**src/rtl/pingpong_rx_pkg.sv**
```systemverilog
package pingpong_rx_pkg;

  // Strobes from the control to the datapath, valid for one cycle.
  typedef struct packed {
    logic wrByte;   // store rxData into the filling layer
    logic commit;   // close the packet in the filling layer
    logic rdStep;   // advance the read position
    logic rdSwap;   // restart reading in the other layer
    logic wrLayer;  // index of the filling layer
    logic rdLayer;  // index of the read layer
  } rxStrobe_t;

endpackage

```
**src/rtl/pingpong_rx_datapath.sv**
```systemverilog
module pingpong_rx_datapath
  import pingpong_rx_pkg::*;
#(
  parameter int DEPTH = 64,
  parameter int CW    = $clog2(DEPTH + 1)
) (
  input  logic          clk,
  input  logic          rst,
  input  rxStrobe_t     st,
  input  logic [7:0]    rxData,
  output logic          wrFull,
  output logic [7:0]    rdData,
  output logic [CW-1:0] rdLeft
);

  localparam int AW = (DEPTH > 1) ? $clog2(DEPTH) : 1;
  localparam int LAYERS = 2;

  logic [7:0]    layerMem [LAYERS][DEPTH];
  logic [CW-1:0] pktLen   [LAYERS];
  logic [CW-1:0] wrCount;
  logic [CW-1:0] rdPtr;

  assign wrFull = (wrCount == CW'(DEPTH));

  always_ff @(posedge clk) begin
    if (st.wrByte) layerMem[st.wrLayer][wrCount[AW-1:0]] <= rxData;
  end

  always_ff @(posedge clk) begin
    if (rst)            wrCount <= '0;
    else if (st.commit) wrCount <= '0;
    else if (st.wrByte) wrCount <= wrCount + CW'(1);
  end

  for (genvar g = 0; g < LAYERS; g++) begin : g_len
    always_ff @(posedge clk) begin
      if (rst)
        pktLen[g] <= '0;
      else if (st.commit && (st.wrLayer == 1'(g)))
        pktLen[g] <= wrCount + CW'(st.wrByte);
    end
  end

  always_ff @(posedge clk) begin
    if (rst)            rdPtr <= '0;
    else if (st.rdSwap) rdPtr <= '0;
    else if (st.rdStep) rdPtr <= rdPtr + CW'(1);
  end

  assign rdData = layerMem[st.rdLayer][rdPtr[AW-1:0]];
  assign rdLeft = pktLen[st.rdLayer] - rdPtr;

endmodule

```
**src/rtl/pingpong_rx_control.sv**
```systemverilog
module pingpong_rx_control
  import pingpong_rx_pkg::*;
#(
  parameter int          CW       = 7,
  parameter logic [7:0]  CLR_MASK = 8'h02,
  parameter logic [7:0]  IE_MASK  = 8'h02
) (
  input  logic          clk,
  input  logic          rst,
  input  logic          rxValid,
  input  logic          rxEop,
  input  logic          rdStrobe,
  input  logic          mcuWrEn,
  input  logic          mcuAddr,
  input  logic [7:0]    mcuWrData,
  input  logic          wrFull,
  input  logic [CW-1:0] rdLeft,
  output rxStrobe_t     st,
  output logic          rxBusy,
  output logic          pktReady,
  output logic [1:0]    layerReady,
  output logic          intN
);

  logic [1:0] readyQ;
  logic       wrSelQ;
  logic       rdSelQ;
  logic       ieQ;
  logic       busy;
  logic       clrHit;
  logic       commitNow;

  always_comb begin
    busy      = readyQ[wrSelQ];
    commitNow = rxEop && !busy;
    clrHit    = mcuWrEn && (mcuAddr == 1'b0) && (|(mcuWrData & CLR_MASK))
                && readyQ[rdSelQ];
    st.wrByte  = rxValid && !busy && !wrFull;
    st.commit  = commitNow;
    st.rdStep  = rdStrobe && readyQ[rdSelQ] && (rdLeft != '0) && !clrHit;
    st.rdSwap  = clrHit;
    st.wrLayer = wrSelQ;
    st.rdLayer = rdSelQ;
  end

  // commit and clear never address the same layer: commit needs the
  // filling layer empty, clear needs the read layer full.
  always_ff @(posedge clk) begin
    if (rst) begin
      readyQ <= '0;
    end else begin
      for (int g = 0; g < 2; g++) begin
        if (commitNow && (wrSelQ == 1'(g)))     readyQ[g] <= 1'b1;
        else if (clrHit && (rdSelQ == 1'(g)))   readyQ[g] <= 1'b0;
      end
    end
  end

  always_ff @(posedge clk) begin
    if (rst) begin
      wrSelQ <= 1'b0;
      rdSelQ <= 1'b0;
      ieQ    <= 1'b0;
    end else begin
      if (commitNow) wrSelQ <= !wrSelQ;
      if (clrHit)    rdSelQ <= !rdSelQ;
      if (mcuWrEn && (mcuAddr == 1'b1)) ieQ <= |(mcuWrData & IE_MASK);
    end
  end

  assign rxBusy     = busy;
  assign pktReady   = readyQ[rdSelQ];
  assign layerReady = readyQ;
  assign intN       = !(readyQ[rdSelQ] && ieQ);

endmodule

```
**src/rtl/pingpong_rx_buffer.sv**
```systemverilog
module pingpong_rx_buffer
  import pingpong_rx_pkg::*;
#(
  parameter int DEPTH = 64,
  parameter int CW    = $clog2(DEPTH + 1)
) (
  input  logic          clk,
  input  logic          rst,
  input  logic          rxValid,
  input  logic [7:0]    rxData,
  input  logic          rxEop,
  output logic          rxBusy,
  input  logic          rdStrobe,
  output logic [7:0]    rdData,
  output logic [CW-1:0] rdLeft,
  input  logic          mcuWrEn,
  input  logic          mcuAddr,
  input  logic [7:0]    mcuWrData,
  output logic          pktReady,
  output logic [1:0]    layerReady,
  output logic          intN
);

  rxStrobe_t st;
  logic      wrFull;

  pingpong_rx_control #(.CW(CW)) u_ctrl (
    .clk(clk), .rst(rst), .rxValid(rxValid), .rxEop(rxEop),
    .rdStrobe(rdStrobe), .mcuWrEn(mcuWrEn), .mcuAddr(mcuAddr),
    .mcuWrData(mcuWrData), .wrFull(wrFull), .rdLeft(rdLeft), .st(st),
    .rxBusy(rxBusy), .pktReady(pktReady), .layerReady(layerReady),
    .intN(intN)
  );

  pingpong_rx_datapath #(.DEPTH(DEPTH), .CW(CW)) u_data (
    .clk(clk), .rst(rst), .st(st), .rxData(rxData), .wrFull(wrFull),
    .rdData(rdData), .rdLeft(rdLeft)
  );

endmodule

```
**config.mk**
```make
export PLATFORM = sky130hd
export DESIGN_NAME = pingpong_rx_buffer
export DESIGN_NICKNAME = d
export VERILOG_FILES = /design/src/rtl/pingpong_rx_pkg.sv /design/src/rtl/pingpong_rx_datapath.sv /design/src/rtl/pingpong_rx_control.sv /design/src/rtl/pingpong_rx_buffer.sv
export SDC_FILE = /design/constraint.sdc
export NUM_CORES = 1
export LEC_CHECK = 0
export ABC_AREA = 1
export BUFFER_PORTS_ARGS = -buffer_cell sky130_fd_sc_hd__buf_2
export CAP_MARGIN = 30
export CORE_ASPECT_RATIO = 1.1
export CORE_MARGIN = 2
export CORE_UTILIZATION = 45
export CTS_BUF_LIST = sky130_fd_sc_hd__clkbuf_4 sky130_fd_sc_hd__clkbuf_8 sky130_fd_sc_hd__clkbuf_16
export CTS_CLUSTER_DIAMETER = 150
export DETAILED_ROUTE_END_ITERATION = 10
export SETUP_SLACK_MARGIN = 0.5
export SYNTH_ARGS = -nofsm -noshare
export SYNTH_HDL_FRONTEND = slang
export SYNTH_HIERARCHICAL = 1
export SYNTH_SLANG_ARGS = --single-unit
```
**constraint.sdc**
```tcl
create_clock -name clk -period 6.94 [get_ports clk]
set_input_delay 0.347 -clock clk [delete_from_list [all_inputs] [get_ports clk]]
set_output_delay 0.347 -clock clk [all_outputs]
set_load 0.05 [all_outputs]
```
==> metrics.md <==
| Metric | Value |
|---|---|
| Vias per cell | `between 5 and 6` |
| Startpoint types | `register` |
| Overflow after GRT | `0` |
| Metal1 wirelength | `50.2 mm` |
| Maximum net fanout on the critical path | `~170` |
| Post-Syn Instances | `approximately 4.4k` |
| Synth unique cells | `34` |
| Leakage | `19.7 nW` |
| Peak Freq | `197 MHz` |
| Mapped Nets | `about 4.5k` |
| Hold_sp | `mcuAddr` |
| First-pass GRT wire length | `171 mm` |
| Outcome | `completed` |
| FF-to-FF Start | `u_data/wrCount[0]` |
| Routed Antenna Nets | `0` |
| Drt drc | `0` |
| Pwr Total | `13.6 mW` |
| Most frequent cells in the layout | `nand2_1 (1355), edfxtp_1 (1038), nor2_1 (603), nand3_1 (433), inv_1 (416)` |
| Setup crit start | `u_ctrl/rdSelQ` |
| Global Route Usage Sum | `between 20 and 25%` |
| Met3 wire len | `roughly 7.6 mm` |
| # resized after CTS | `0` |
| Hold Crit Class | `in -> reg` |
| Row Count | `between 100 and 150` |
| Crit path kind | `reg -> out` |
| Synth Area per Inst | `around 10 µm²` |
| IO Port Bufs | `35` |
| Share of cells above drive strength 1 | `under 10%` |
| Sum Neg Setup Slack | `0 ns` |
| Largest net degree at the start of global routing | `roughly 190` |
| # setup viols final | `0` |
| Sequential area share after synthesis | `about 69%` |
| Seq cells post-synth | `~1.1k` |
| Clk_skew | `roughly 0.015 ns` |
| Vias in the first global route | `~28k` |
| Total number of vias | `about 30k` |
| Commonest non-fill, non-tap cell in the layout | `nand2_1` |
| Die Ht | `between 300 and 400 µm` |
| Clk_lat worst skew | `0.69 ns` |
| Ports | `43` |
| Die W | `307 µm` |
| Die ar. | `between 0.1 and 0.15 mm²` |
| Synth Flop Type | `edfxtp_1` |
| Post-synth EDFFs | `a little over 1k` |
| Clk slew on worst S/H paths | `0.06 ns` |
| CORE AREA | `0.101 mm²` |
| Syn Std Cell Area | `roughly 0.046 mm²` |
| Pre-CTS WS | `approximately 2.6 ns` |
| Number of buffers created by CTS | `106` |
| Cell Count Post-Placement | `5582` |
| # diodes | `0` |
| Root Buffer | `clkbuf_16` |
| Placed wire-length estimate | `roughly 64 mm` |
| Period minus WS final | `roughly 5.1 ns` |
| Detailed Route WL | `about 110 mm` |
| RSZ-0062 raised after global routing | `no` |
| PD cells | `approximately 270 mW/mm²` |
| FFs w/ async S/R, synth | `0%` |
| Period utilization | `between 70% and 80%` |
| CP endpoint kind | `output pin` |
| Slowest cell on the critical path | `dfxtp_4` |
| Count of non-filler cells in the finished layout | `5789` |
| Peak VDD IR | `~190 µV` |
| DR top layer | `met5` |
| Crit path buffers/inverters | `3` |
| Worst-case clock buffer depth | `3` |
| Final Hold Fails | `0` |
| Met2 WL | `53.5 mm` |
| Synthesis Warnings | `6` |
| Clk sinks | `~1.1k` |
| Critical Path RT | `about 6.6 ns` |
| Worst path arrival time | `around 4.7 ns` |
| Final net count | `between 4k and 5k` |
| Slew Viols, Final | `0` |
| CTS tree | `yes` |
| Worst slew pin tran | `1.15 ns` |
| Critical path's top delay family | `buffers and inverters` |
| Slowest stage delay, CP | `~0.82 ns` |
| CTS H-tree lvls | `3` |
| Final GP Congestion | `~0.83` |
| Max-cap viol count | `0` |
| DRT Pass-1 Iters | `5` |
| Critical-path cell list | `buf_12, buf_4, nor2_1, nor2_1, o21ai_0, nand2_1, nor2_1, nor2_1, nor2_1, nor2_1, nor2_1, nor2_1, buf_2` |
| Final setup margin | `~1.9 ns` |
| Slew Limit Headroom | `23.6%` |
| Routed WL per cell | `19.8 µm` |
| Area delta synth->final | `10.7%` |
| Initial antenna violation count | `2` |
| Initial core utilization | `between 40% and 50%` |
| DRT iter0 DRCs | `~2.9k` |
| Cell mode on critical path | `nor2_1` |
## metal layers
layer	vias up	global-route usage [%]
met2	909	35.3
met4	2	7.47
li1	14500	-
met5	-	0
met1	14500	30.7
met3	180	3.17
## final timing paths
kind	cells after the start	to	slack, ns
worst max register to register	12	u_data/layerMem[1][469]	2.56
worst min-delay path	5	u_ctrl/layerReady[1]	0.1
worst max-delay path	13	rdData[0]	1.86
worst min register to register	1	u_data/rdPtr[6]	0.49
## registers in the layout, indices dropped and copies added, names as in the netlist
name / flops
u_data/layerMem: 1024
u_data/pktLen: 14
u_data/rdPtr: 7
u_data/wrCount: 7
u_ctrl/layerReady: 2
u_ctrl/ieQ: 1
u_ctrl/rdSelQ: 1
u_ctrl/wrSelQ: 1
## repair_timing
item | in CTS | in global routing
buffers inserted | 0 | 0
endpoints found under the hold margin | 5 | 0
setup endpoints to repair | 0 | 0
hold buffers | 6 | 0
## per-stage QoR
stage	util, %	hold WS [ns]	instance area, µm²
floorplan	-	0.409	45600
finish	50.2	0.0992	50500
global placement	46.5	0.447	46800
global route	50.2	0.143	50500
CTS	50.1	0.0795	50400
detailed placement	46.6	0.460	46900
## cells in the mapped netlist, types with 3 or more instances
master	number	area share (%)
buf_6	13	0.32
edfxtp_1	1038	68
o21ai_0	200	2.2
nor2_1	605	5.0
inv_2	4	0.033
a21oi_1	34	0.37
nand3_1	433	4.8
inv_1	418	3.4
clkbuf_1	88	0.72
a21oi_2	3	0.058
buf_1	31	0.26
nor3_1	34	0.37
nand2_1	1355	11
dfxtp_1	19	0.83
buf_2	87	0.96
buf_4	18	0.30
ha_1	11	0.30
xor2_1	9	0.17
nand2_2	3	0.041
## final cells by class
| class | instances | area, µm² |
|---|---|---|
| repair buffers | 103 | 832 |
| well taps | 1302 | 1630 |
| fillers | 8904 | 50100 |
| clock buffers | 124 | 2810 |
| inverters | 425 | 1620 |
| multi-input cells | 2704 | 11300 |
| flip-flops and latches | 1057 | 31600 |
| clock inverters | 74 | 677 |
## worst register-to-register path, delay by kind of cell (launching register included)
| kind | cells | cell delay (ns) |
|---|---|---|
| adder cells (fa/ha/maj) | 1 | 0.26 |
| AND/OR/NAND/NOR | 6 | 2.20 |
| buffers and inverters | 5 | 1.04 |
| flip-flops | 1 | 0.58 |
## cells by family (layout without fill, tap and decap cells)
kind of cell,count (synthesis),count (layout),share of synthesized area (%)
flops,1057,1057,69.2
xor+xnor,11,11,0.211
simple gates,2441,2441,21.5
mux,1,1,0.0220
buf+inv,662,726,6.06
fa+ha+maj,12,12,0.346
compound gates,239,239,2.65
## report_power, final
group	total (mW)	switching, mW	internal, mW
registers	7.06	0.0342	7.03
clock network	5.70	2.40	3.30
logic	0.837	0.657	0.180
Note: power is estimated with default switching activity, not from simulation.
